## src/rtl/gcm_fmt_pkg.sv

```systemverilog
`timescale 1ns/1ps
package gcm_fmt_pkg;
  localparam int unsigned SEG_W     = 128;
  localparam int unsigned IV_W      = 96;
  localparam int unsigned CTR_W     = 32;
  localparam logic [2:0]  PATTERN_SEL = 3'd2;
  localparam logic [CTR_W-1:0] CTR_START = 32'd2;

  typedef enum logic [1:0] {
    TAG_IDLE = 2'b00,
    TAG_IV   = 2'b01,
    TAG_AAD  = 2'b10,
    TAG_TXT  = 2'b11
  } seg_tag_e;

  typedef enum logic [1:0] {
    ST_IDLE,
    ST_FILL,
    ST_SEND
  } fmt_state_e;
endpackage

```

## src/rtl/gcm_fmt_ctrblk.sv

```systemverilog
`timescale 1ns/1ps
module gcm_fmt_ctrblk
  import gcm_fmt_pkg::*;
(
  input  logic [IV_W-1:0]  iv_i,
  output logic [SEG_W-1:0] blk_o
);
  // counter sits above the IV, low byte first at bit 96
  assign blk_o = {CTR_START, iv_i};
endmodule

```

## src/rtl/gcm_fmt_geom.sv

```systemverilog
`timescale 1ns/1ps
module gcm_fmt_geom
  import gcm_fmt_pkg::*;
#(
  parameter int unsigned AAD_LEN_W = 32,
  parameter int unsigned TXT_LEN_W = 16
) (
  input  logic [AAD_LEN_W-1:0] aad_len_i,
  input  logic [TXT_LEN_W-1:0] txt_len_i,
  input  logic [((AAD_LEN_W > TXT_LEN_W) ? AAD_LEN_W : TXT_LEN_W)-2:0] seg_idx_i,
  output logic [((AAD_LEN_W > TXT_LEN_W) ? AAD_LEN_W : TXT_LEN_W)-2:0] n_segs_o,
  output logic [4:0]           last_bytes_o,
  output seg_tag_e             tag_o
);
  localparam int unsigned TOT_W  = ((AAD_LEN_W > TXT_LEN_W) ? AAD_LEN_W : TXT_LEN_W) + 1;
  localparam int unsigned NSEG_W = TOT_W - 3;

  logic [TOT_W:0] tot, tot_rnd, start, aad_ext;

  assign aad_ext = (TOT_W+1)'(aad_len_i);
  assign tot     = aad_ext + (TOT_W+1)'(txt_len_i);
  assign tot_rnd = tot + (TOT_W+1)'(15);
  assign start   = {seg_idx_i, 4'b0000};

  assign n_segs_o     = tot_rnd[TOT_W:4];
  assign last_bytes_o = (tot[3:0] == 4'd0) ? 5'd16 : {1'b0, tot[3:0]};
  assign tag_o        = (start < aad_ext) ? TAG_AAD : TAG_TXT;

  logic unused_nseg;
  assign unused_nseg = (NSEG_W == 0);
endmodule

```

## src/rtl/gcm_fmt_beat.sv

```systemverilog
`timescale 1ns/1ps
module gcm_fmt_beat
  import gcm_fmt_pkg::*;
#(
  parameter int unsigned SEGS   = 4,
  parameter int unsigned SLOT_W = $clog2(SEGS)
) (
  input  logic                   clk_i,
  input  logic                   rst_ni,
  input  logic                   start_i,
  input  logic [SEG_W-1:0]       iv_blk_i,
  input  logic                   clr_i,
  input  logic                   wr_i,
  input  logic [SLOT_W-1:0]      slot_i,
  input  logic [SEG_W-1:0]       seg_i,
  input  seg_tag_e               tag_i,
  output logic [SEGS*SEG_W-1:0]  data_o,
  output logic [2*SEGS-1:0]      tag_o
);
  for (genvar g = 0; g < SEGS; g++) begin : g_seg
    logic [SEG_W-1:0] seg_q;
    logic [1:0]       tag_q;

    always_ff @(posedge clk_i or negedge rst_ni) begin
      if (!rst_ni) begin
        seg_q <= '0;
        tag_q <= TAG_IDLE;
      end else if (start_i) begin
        seg_q <= (g == 0) ? iv_blk_i : '0;
        tag_q <= (g == 0) ? TAG_IV : TAG_IDLE;
      end else if (clr_i) begin
        seg_q <= '0;
        tag_q <= TAG_IDLE;
      end else if (wr_i && slot_i == SLOT_W'(g)) begin
        seg_q <= seg_i;
        tag_q <= tag_i;
      end
    end

    assign data_o[g*SEG_W +: SEG_W] = seg_q;
    assign tag_o[2*g +: 2]          = tag_q;
  end
endmodule

```

## src/rtl/gcm_seg_fmt.sv

```systemverilog
`timescale 1ns/1ps
module gcm_seg_fmt
  import gcm_fmt_pkg::*;
#(
  parameter int unsigned CHAN_W    = 10,
  parameter int unsigned AAD_LEN_W = 32,
  parameter int unsigned TXT_LEN_W = 16,
  parameter int unsigned SEGS      = 4
) (
  input  logic                  clk_i,
  input  logic                  rst_ni,
  input  logic                  req_valid_i,
  output logic                  req_ready_o,
  input  logic [CHAN_W-1:0]     req_chan_i,
  input  logic [IV_W-1:0]       req_iv_i,
  input  logic [AAD_LEN_W-1:0]  req_aad_len_i,
  input  logic [TXT_LEN_W-1:0]  req_txt_len_i,
  input  logic                  dat_valid_i,
  output logic                  dat_ready_o,
  input  logic [SEG_W-1:0]      dat_i,
  output logic                  out_valid_o,
  input  logic                  out_ready_i,
  output logic [SEGS*SEG_W-1:0] out_data_o,
  output logic [2*SEGS-1:0]     out_tag_o,
  output logic                  out_sop_o,
  output logic                  out_eop_o,
  output logic [2:0]            out_pattern_o,
  output logic [CHAN_W-1:0]     out_chan_o,
  output logic [4:0]            out_last_bytes_o,
  output logic                  err_o
);
  localparam int unsigned SLOT_W = $clog2(SEGS);
  localparam int unsigned TOT_W  = ((AAD_LEN_W > TXT_LEN_W) ? AAD_LEN_W : TXT_LEN_W) + 1;
  localparam int unsigned NSEG_W = TOT_W - 3;

  fmt_state_e           state_q;
  logic [SLOT_W-1:0]    slot_q;
  logic [NSEG_W-1:0]    seg_idx_q, n_segs;
  logic [CHAN_W-1:0]    chan_q;
  logic [AAD_LEN_W-1:0] aad_q;
  logic [TXT_LEN_W-1:0] txt_q;
  logic                 sop_q, eop_q, err_q;
  logic [SEG_W-1:0]     iv_blk;
  logic [4:0]           last_bytes;
  seg_tag_e             seg_tag;

  logic req_zero, req_fire, start, dat_fire, out_fire, last_seg, slot_full;

  assign req_zero  = (req_aad_len_i == '0) || (req_txt_len_i == '0);
  assign req_fire  = (state_q == ST_IDLE) && req_valid_i;
  assign start     = req_fire && !req_zero;
  assign dat_fire  = (state_q == ST_FILL) && dat_valid_i;
  assign out_fire  = (state_q == ST_SEND) && out_ready_i;
  assign last_seg  = (seg_idx_q == n_segs - NSEG_W'(1));
  assign slot_full = (slot_q == SLOT_W'(SEGS-1));

  gcm_fmt_ctrblk u_ctrblk (
    .iv_i  (req_iv_i),
    .blk_o (iv_blk)
  );

  gcm_fmt_geom #(
    .AAD_LEN_W (AAD_LEN_W),
    .TXT_LEN_W (TXT_LEN_W)
  ) u_geom (
    .aad_len_i    (aad_q),
    .txt_len_i    (txt_q),
    .seg_idx_i    (seg_idx_q),
    .n_segs_o     (n_segs),
    .last_bytes_o (last_bytes),
    .tag_o        (seg_tag)
  );

  gcm_fmt_beat #(
    .SEGS   (SEGS),
    .SLOT_W (SLOT_W)
  ) u_beat (
    .clk_i    (clk_i),
    .rst_ni   (rst_ni),
    .start_i  (start),
    .iv_blk_i (iv_blk),
    .clr_i    (out_fire && !eop_q),
    .wr_i     (dat_fire),
    .slot_i   (slot_q),
    .seg_i    (dat_i),
    .tag_i    (seg_tag),
    .data_o   (out_data_o),
    .tag_o    (out_tag_o)
  );

  always_ff @(posedge clk_i or negedge rst_ni) begin
    if (!rst_ni) begin
      state_q   <= ST_IDLE;
      slot_q    <= '0;
      seg_idx_q <= '0;
      chan_q    <= '0;
      aad_q     <= '0;
      txt_q     <= '0;
      sop_q     <= 1'b0;
      eop_q     <= 1'b0;
      err_q     <= 1'b0;
    end else begin
      err_q <= req_fire && req_zero;
      unique case (state_q)
        ST_IDLE: if (start) begin
          chan_q    <= req_chan_i;
          aad_q     <= req_aad_len_i;
          txt_q     <= req_txt_len_i;
          slot_q    <= SLOT_W'(1);  // slot 0 holds the counter block
          seg_idx_q <= '0;
          sop_q     <= 1'b1;
          eop_q     <= 1'b0;
          state_q   <= ST_FILL;
        end
        ST_FILL: if (dat_fire) begin
          seg_idx_q <= seg_idx_q + NSEG_W'(1);
          if (last_seg) begin
            eop_q   <= 1'b1;
            state_q <= ST_SEND;
          end else if (slot_full) begin
            state_q <= ST_SEND;
          end else begin
            slot_q <= slot_q + SLOT_W'(1);
          end
        end
        ST_SEND: if (out_fire) begin
          if (eop_q) begin
            state_q <= ST_IDLE;
          end else begin
            slot_q  <= '0;
            sop_q   <= 1'b0;
            state_q <= ST_FILL;
          end
        end
        default: state_q <= ST_IDLE;
      endcase
    end
  end

  assign req_ready_o      = (state_q == ST_IDLE);
  assign dat_ready_o      = (state_q == ST_FILL);
  assign out_valid_o      = (state_q == ST_SEND);
  assign out_sop_o        = sop_q;
  assign out_eop_o        = eop_q;
  assign out_pattern_o    = PATTERN_SEL;
  assign out_chan_o       = chan_q;
  assign out_last_bytes_o = eop_q ? last_bytes : 5'd0;
  assign err_o            = err_q;
endmodule

```

## config.mk

```make
export PLATFORM = sky130hd
export DESIGN_NAME = gcm_seg_fmt
export DESIGN_NICKNAME = d
export VERILOG_FILES = /design/src/rtl/gcm_fmt_pkg.sv /design/src/rtl/gcm_fmt_ctrblk.sv /design/src/rtl/gcm_fmt_geom.sv /design/src/rtl/gcm_fmt_beat.sv /design/src/rtl/gcm_seg_fmt.sv
export SDC_FILE = /design/constraint.sdc
export NUM_CORES = 1
export LEC_CHECK = 0
export BUFFER_PORTS_ARGS = -buffer_cell sky130_fd_sc_hd__buf_2
export CORE_AREA = 2 2 325 327
export CTS_BUF_LIST = sky130_fd_sc_hd__clkbuf_16
export CTS_CLUSTER_SIZE = 20
export DETAILED_ROUTE_END_ITERATION = 8
export DIE_AREA = 0 0 327 329
export HOLD_SLACK_MARGIN = 0.08
export SETUP_SLACK_MARGIN = 0.02
export SYNTH_ARGS = -nofsm -noshare
export SYNTH_HDL_FRONTEND = slang
export SYNTH_HIERARCHICAL = 1
export SYNTH_SLANG_ARGS = --single-unit
```

## constraint.sdc

```tcl
create_clock -name clk_i -period 15.3 [get_ports clk_i]
set_clock_uncertainty 0.1 [all_clocks]
set_input_delay 0.765 -clock clk_i [delete_from_list [all_inputs] [get_ports clk_i]]
set_output_delay 0.765 -clock clk_i [all_outputs]
set_load 0.01 [all_outputs]
```

==> summary.md, run 1 <==
| Metric | Value |
|---|---|
| Number of global-route vias before repair | 24700 |
| Average routed wire per standard cell | 24.0 um |
| Buffer depth of the longest clock path | 3 |
| First-pass detailed-route iteration total | 6 |
| Number of slew-limit violations in the final report | 0 |
| Final Hold Slack | 0.243 ns |
| Via-per-instance ratio | 5.09 |
| WL final | 122000 um |
| Total of cells resized after clock tree synthesis | 0 |
| Pin count of the biggest net entering global routing | 202 |
| Data arrival at the endpoint of the critical path | 6.96 ns |
| Area delta synth->final | 22.0% |
| Req. time, crit path | 15.68 ns |
| Clock root buffer master | clkbuf_16 |
| Crit path setup slack, layout | 8.72 ns |
| Vias after detailed routing | 25800 |
| Number of DRC markers in iteration 0 | 2356 |
| Post-route setup TNS | 0 ns |
| I/O Buffers | 827 |
| Global-route wire length before repair | 175000 um |
| Clock-pin slew on the worst setup and hold paths | 0.06 ns |
| Setup repair after global routing missed its margin | no |
| TritonCTS buffer count | 73 |
| Rel. slew slack | 0.175 |
| Die Ht | 329 um |
| Fraction of the cycle the final worst path needs | 0.430 |
| Placed Instance Area | 34600 sq um |
| Post-Syn Instances | 2988 |
| Latest clock arrival within the worst-skew pair | 0.65 ns |
| Number of post-CTS setup repair buffers | 0 |
| CTS H-tree depth | 3 |
| Antenna violations before repair | 49 |
| Fraction of layout instances using a drive strength above 1 | 0.287 |
| FF/Latch Area | 15400 sq um |
| Highest clock frequency the design can meet | 152 MHz |
| Average size of a mapped cell | 10.1 sq um |
| Final non-filler cell area | 37000 sq um |
| Net count reported at finish | 3949 |
| Leak | 18.6 nW |
| Cell with the largest stage delay on the worst path | or4_1 |
| Path type of the worst setup path | reg2reg |
| Kind of end point of the critical path | flop |
| Clock tree from TritonCTS | built |
| HPWL after detailed placement | 91700 um |
| Dominant delay contributor by cell family on the critical path | simple AND/OR/NAND/NOR gates |
| Count of pins on the block boundary | 831 |
| Outcome | complete, no violations |
| Total number of clock tree sinks | 615 |
| Worst slack after detailed placement | 8.36 ns |
| Hold Path Class | in2reg |
| Number of synthesis warnings | 6 |
| GRT Residual Overflow | 0 |
| Die width | 327 um |
| Peak per-stage delay on the critical path | 0.65 ns |
| Power density cells | 231 nW/um^2 |
| Actual transition at the worst max-transition pin | 1.24 ns |
| Number of buffers added to fix hold violations after cts | 1 |
| Total global-route track usage | 0.219 |
| Count of max-cap constraint violations | 0 |
| DRC Markers | 0 |
| Rows | 119 |
| Crit path buf inv count | 0 |
| Number of setup violations in the final report | 0 |
| Placeable core area | 104000 sq um |
| Maximum vdd drop | 0.112 mV |
| CP Cell Sequence | ha_1 > a21oi_1 > o21ai_0 > nor3b_1 > nor3_1 > xor2_1 > or4_1 > nor4_4 > and2_1 > xor2_1 > or4_1 > or3_1 > nor3_2 > xnor2_1 > a2111oi_0 > and4b_1 > nor2_1 > or3_1 |
| Fill cell instance count of the final layout | 10700 |
| Final critical path time including I/O delays and setup | 6.58 ns |
| Highest fanout seen on the critical path | 10 |
| Floorplan die area | 108000 sq um |
| Final count of hold timing violations | 0 |
| Initial core utilization | 0.290 |
| Post-DRT Antenna Nets | 0 |
| Final weighted congestion of routability-driven global placement | 0.916 |
| Multi-input logic area | 12900 sq um |
| Crit start category | flop |
| Mapped Area | 30300 sq um |
==> stage by stage <==
step	cells	utilization	power (W)
CTS	5054	0.354	0.00857
detailed placement	4925	0.332	0.00688
finish	5078	0.354	0.00853
global route	5065	0.354	0.00909
floorplan	3019	-	0.00528
global placement	4925	0.332	0.00682
==> worst paths after layout <==
kind / start / end / slack [ns] / depth (start not counted)
max: aad_q[7]$_DFFE_PN0P_ / state_q[0]$_DFFE_PN0P_ / 8.72 / 18
min: req_chan_i[2] / out_chan_o[2]$_DFFE_PN0P_ / 0.24 / 3
max reg2reg: aad_q[7]$_DFFE_PN0P_ / state_q[0]$_DFFE_PN0P_ / 8.72 / 18
min reg2reg: u_beat/g_seg[3].seg_q[64]$_DFFE_PN0P_ / u_beat/g_seg[3].seg_q[64]$_DFFE_PN0P_ / 0.38 / 2
max in group asynchronous: rst_ni / u_beat/g_seg[3].seg_q[32]$_DFFE_PN0P_ / 12.20 / 4
min in group asynchronous: rst_ni / u_beat/g_seg[2].seg_q[125]$_DFFE_PN0P_ / 0.62 / 2
==> final cells by class <==
type                       count  area share
antenna                       24     0.00162
timing repair buffer         854       0.119
clock buffer                  74      0.0501
clock inverter                54      0.0109
inverter                      50     0.00521
multi-input combinational   2016       0.349
tap                         1391      0.0471
sequential                   615       0.416
==> routing by layer <==
| metal | GRT usage | routed length, um | vias up | share of wire |
|---|---|---|---|---|
| li1 | - | - | 11700 | - |
| met2 | 0.329 | 53500 | 1127 | 0.44 |
| met3 | 0.0890 | 13700 | 256 | 0.11 |
| met5 | 0 | 214 | - | 0.0018 |
| met1 | 0.275 | 49000 | 12700 | 0.40 |
| met4 | 0.0993 | 5650 | 36 | 0.046 |
==> flip-flops by register name (all words and copies together), names as in the netlist <==
register / cells
u_beat/g_seg.seg_q: 512
aad_q: 32
seg_idx_q: 30
txt_q: 16
out_chan_o: 10
u_beat/g_seg.tag_q: 8
slot_q: 2
state_q: 2
err_o: 1
out_eop_o: 1
out_sop_o: 1
==> power breakdown <==
group,switching (W),total (W),internal [W]
Sequential,0.000435,0.00280,0.00236
Clock,0.000735,0.00166,0.000923
Combinational,0.00255,0.00407,0.00153
==> worst min-delay path, stage by stage <==
cell,delay [ns]
buf_2,0.08
nand2_1,0.04
nand2_1,0.04
==> layout by cell type, fill, tap and decap left out, types with 21 or more instances in the layout <==
cell type and n:
diode_2 24, nand2_1 356, dfrtp_1 615, o21ai_0 185, clkbuf_16 74, nor2_1 87
nand4_1 23, a22o_1 130, xnor2_1 67, buf_4 21, a21oi_1 39, nand3_1 287
mux2_2 49, ha_1 51, conb_1 37, o21ai_1 227, nor4_1 25, inv_1 65
buf_2 826, xor2_1 30, mux2_1 128
No activity file was read; power rests on OpenSTA's default activity.
==> run 2, diff against run 1 <==
Clock period 15.3 ns to 6.2 ns, I/O delays scaled along.
==> summary.md, run 2 (same netlist as run 1, synthesis figures left out) <==
| Metric | Value |
|---|---|
| Hold Path Class | in2reg (unchanged) |
| Clock tree from TritonCTS | built (unchanged) |
| Share of the core filled with cells | 0.388 (was 0.354) |
| Area delta synth->final | 33.4% (was 22.0%) |
| First-pass detailed-route iteration total | 5 (was 6) |
| WL final | 128000 um (was 122000 um) |
| Setup slack of the worst register-to-register path | 0.36 ns (was 8.72 ns) |
| Rows | 119 (unchanged) |
| Antenna violations before repair | 40 (was 49) |
| Number of flip-flops in the largest register | 512 (unchanged) |
| Initial core utilization | 0.290 (unchanged) |
| Latest clock arrival within the worst-skew pair | 0.63 ns (was 0.65 ns) |
| Worst slack after detailed placement | 0.214 ns (was 8.36 ns) |
| Count of pins on the block boundary | 831 (unchanged) |
| Final weighted congestion of routability-driven global placement | 0.916 (unchanged) |
| Number of global-route vias before repair | 26700 (was 24700) |
| Sw Share | 0.432 (was 0.436) |
| Worst hold path cell count | 3 (unchanged) |
| Crit start category | flop (unchanged) |
| Maximum vdd drop | 0.277 mV (was 0.112 mV) |
| I/O Buffers | 827 (unchanged) |
| Count of max-cap constraint violations | 0 (unchanged) |
| Part of the total power dissipated in sequential elements | 0.318 (was 0.328) |
| Rel. slew slack | 0.333 (was 0.175) |
| Internal power | 0.0123 W (was 0.00481 W) |
| Clock-pin slew on the worst setup and hold paths | 0.06 ns (about the same) |
| CTS H-tree depth | 3 (unchanged) |
| Cells on worst reg2reg path | 19 (was 18) |
| Hold worst-path end | u_beat/g_seg[3].seg_q[8]$_DFFE_PN0P_ (was out_chan_o[2]$_DFFE_PN0P_) |
| Logic pwr share | 0.488 (was 0.478) |
| Post-DRT Antenna Nets | 0 (unchanged) |
| Global-route wire length before repair | 183000 um (was 175000 um) |
| Origin of the critical flop-to-flop path | aad_q[3]$_DFFE_PN0P_ (was aad_q[7]$_DFFE_PN0P_) |
| Pin count of the biggest net entering global routing | 194 (was 202) |
| Fraction of the cycle the final worst path needs | 0.942 (was 0.430) |
| Commonest cells after routing, fill and taps aside | buf_2 (826), dfrtp_1 (615), nand2_1 (356) (unchanged) |
| Placeable core area | 104000 sq um (unchanged) |
| Vias after detailed routing | 27400 (was 25800) |
| Via-per-instance ratio | 5.07 (was 5.09) |
| Number of non-filler instances in the completed layout | 5410 (was 5078) |
| Number of DRC markers in iteration 0 | 2469 (was 2356) |
| Crit path setup slack, layout | 0.360 ns (was 8.72 ns) |
| Highest clock frequency the design can meet | 171 MHz (was 152 MHz) |
| Data arrival at the endpoint of the critical path | 6.24 ns (was 6.96 ns) |
| Die Ht | 329 um (unchanged) |
| Net load switching power | 0.00936 W (was 0.00372 W) |
| Number of slew-limit violations in the final report | 0 (unchanged) |
| Startpoint of the tightest hold check path | dat_i[8] (was req_chan_i[2]) |
| Post-route setup TNS | 0 ns (unchanged) |
| Path type of the worst setup path | reg2reg (unchanged) |
| Final critical path time including I/O delays and setup | 5.84 ns (was 6.58 ns) |
| Number of post-CTS setup repair buffers | 0 (unchanged) |
| GRT Residual Overflow | 0 (unchanged) |
| Largest registers ranked by flip-flop count | u_beat/g_seg.seg_q x512, aad_q x32, seg_idx_q x30 (unchanged) |
| TritonCTS buffer count | 73 (unchanged) |
| Number of setup violations in the final report | 0 (unchanged) |
| Outcome | complete, no violations (unchanged) |
| Leak | 20.1 nW (was 18.6 nW) |
| Fraction of layout instances using a drive strength above 1 | 0.271 (was 0.287) |
| HPWL after detailed placement | 94100 um (was 91700 um) |
| Clock root buffer master | clkbuf_16 (unchanged) |
| Post-placement cell count | 4955 (was 4925) |
| Largest register by flop count | u_beat/g_seg.seg_q (unchanged) |
| Die width | 327 um (unchanged) |
| Average routed wire per standard cell | 23.6 um (was 24.0 um) |
| Share of power burned in the clock network | 0.194 (about the same) |
| Floorplan die area | 108000 sq um (unchanged) |
| Buffer depth of the longest clock path | 3 (unchanged) |
| Kind of end point of the critical path | flop (unchanged) |
| DRC Markers | 0 (unchanged) |
| Setup repair after global routing missed its margin | no (unchanged) |
| Actual transition at the worst max-transition pin | 0.998 ns (was 1.24 ns) |
| Highest fanout seen on the critical path | 6 (was 10) |
| Req. time, crit path | 6.60 ns (was 15.68 ns) |
| Net count reported at finish | 4290 (was 3949) |
| Most frequent standard cell in the layout excluding fill and tap cells | buf_2 (unchanged) |
| Critical R2R Capture | state_q[0]$_DFFE_PN0P_ (unchanged) |
| Total global-route track usage | 0.229 (was 0.219) |
| Final count of hold timing violations | 0 (unchanged) |
| Total number of clock tree sinks | 615 (unchanged) |
| Power density cells | 535 nW/um^2 (was 231 nW/um^2) |
## run 2: worst max-delay path by stage
| stage | start | to | slack [ns] | cells past startpoint |
|---|---|---|---|---|
| floorplan | aad_q[0]$_DFFE_PN0P_ | state_q[0]$_DFFE_PN0P_ | 0.46 | 22 |
| global placement | aad_q[0]$_DFFE_PN0P_ | state_q[0]$_DFFE_PN0P_ | 0.34 | 21 |
| detailed placement | aad_q[0]$_DFFE_PN0P_ | state_q[0]$_DFFE_PN0P_ | 0.21 | 21 |
| CTS | aad_q[0]$_DFFE_PN0P_ | state_q[0]$_DFFE_PN0P_ | 0.20 | 21 |
| global route | aad_q[0]$_DFFE_PN0P_ | state_q[0]$_DFFE_PN0P_ | 0.03 | 21 |
| finish | aad_q[3]$_DFFE_PN0P_ | state_q[0]$_DFFE_PN0P_ | 0.36 | 19 |
## run 2: routing by layer
layer / up-vias / global-route usage / wire length [um]
met5: - / 0 / 173
met2: 1288 / 0.348 / 56400
met1: 13400 / 0.295 / 52800
li1: 12400 / - / -
met3: 301 / 0.0729 / 11700
met4: 26 / 0.110 / 6630
## run 2: power by group through the flow
stage	registers [W]	clock network (W)	logic (W)
floorplan	0.00758	0	0.00546
global placement	0.00683	0	0.0102
detailed placement	0.00693	0	0.0103
CTS	0.00687	0.00431	0.0105
global route	0.00710	0.00447	0.0115
finish	0.00688	0.00421	0.0106
## run 2: what timing repair did
action / in CTS / in global routing
endpoints found under the hold margin: 645 / 0
hold buffers: 312 / 0
resized for setup: 0 / 8
endpoints found under the setup margin: 0 / 4
## run 2: critical path, stage by stage (launching register included)
cell and delay, ns:
dfrtp_1 0.39, ha_1 0.39, nand2_2 0.11, o31a_4 0.41, a2111oi_4 0.45, nor4_1 0.16
or4_1 0.50, a211o_1 0.36, a211oi_2 0.31, and2_4 0.22, xor2_1 0.08, or4_1 0.54
or3_1 0.34, nor3_2 0.13, xnor2_1 0.16, a2111oi_0 0.09, and4b_1 0.23, buf_4 0.17
a41o_1 0.21, or3_1 0.36
## run 2: cell type report
class / count / area, sq um
fill: 10400 / 63900
sequential: 615 / 15400
multi-input combinational: 2016 / 13000
timing repair buffer: 1195 / 7830
clock buffer: 75 / 1880
tap: 1391 / 1740
clock inverter: 54 / 430
inverter: 50 / 193
antenna: 14 / 35.0
## run 2: through the flow
step | total power [W] | hold WS [ns] | area, sq um
4_1_cts | 0.0217 | 0.155 | 40400
3_5_place_dp | 0.0172 | 0.285 | 34900
2_1_floorplan | 0.0130 | -0.0856 | 30400
5_1_grt | 0.0230 | 0.193 | 40400
6_report | 0.0217 | 0.151 | 40500
3_3_place_gp | 0.0170 | 0.289 | 34900
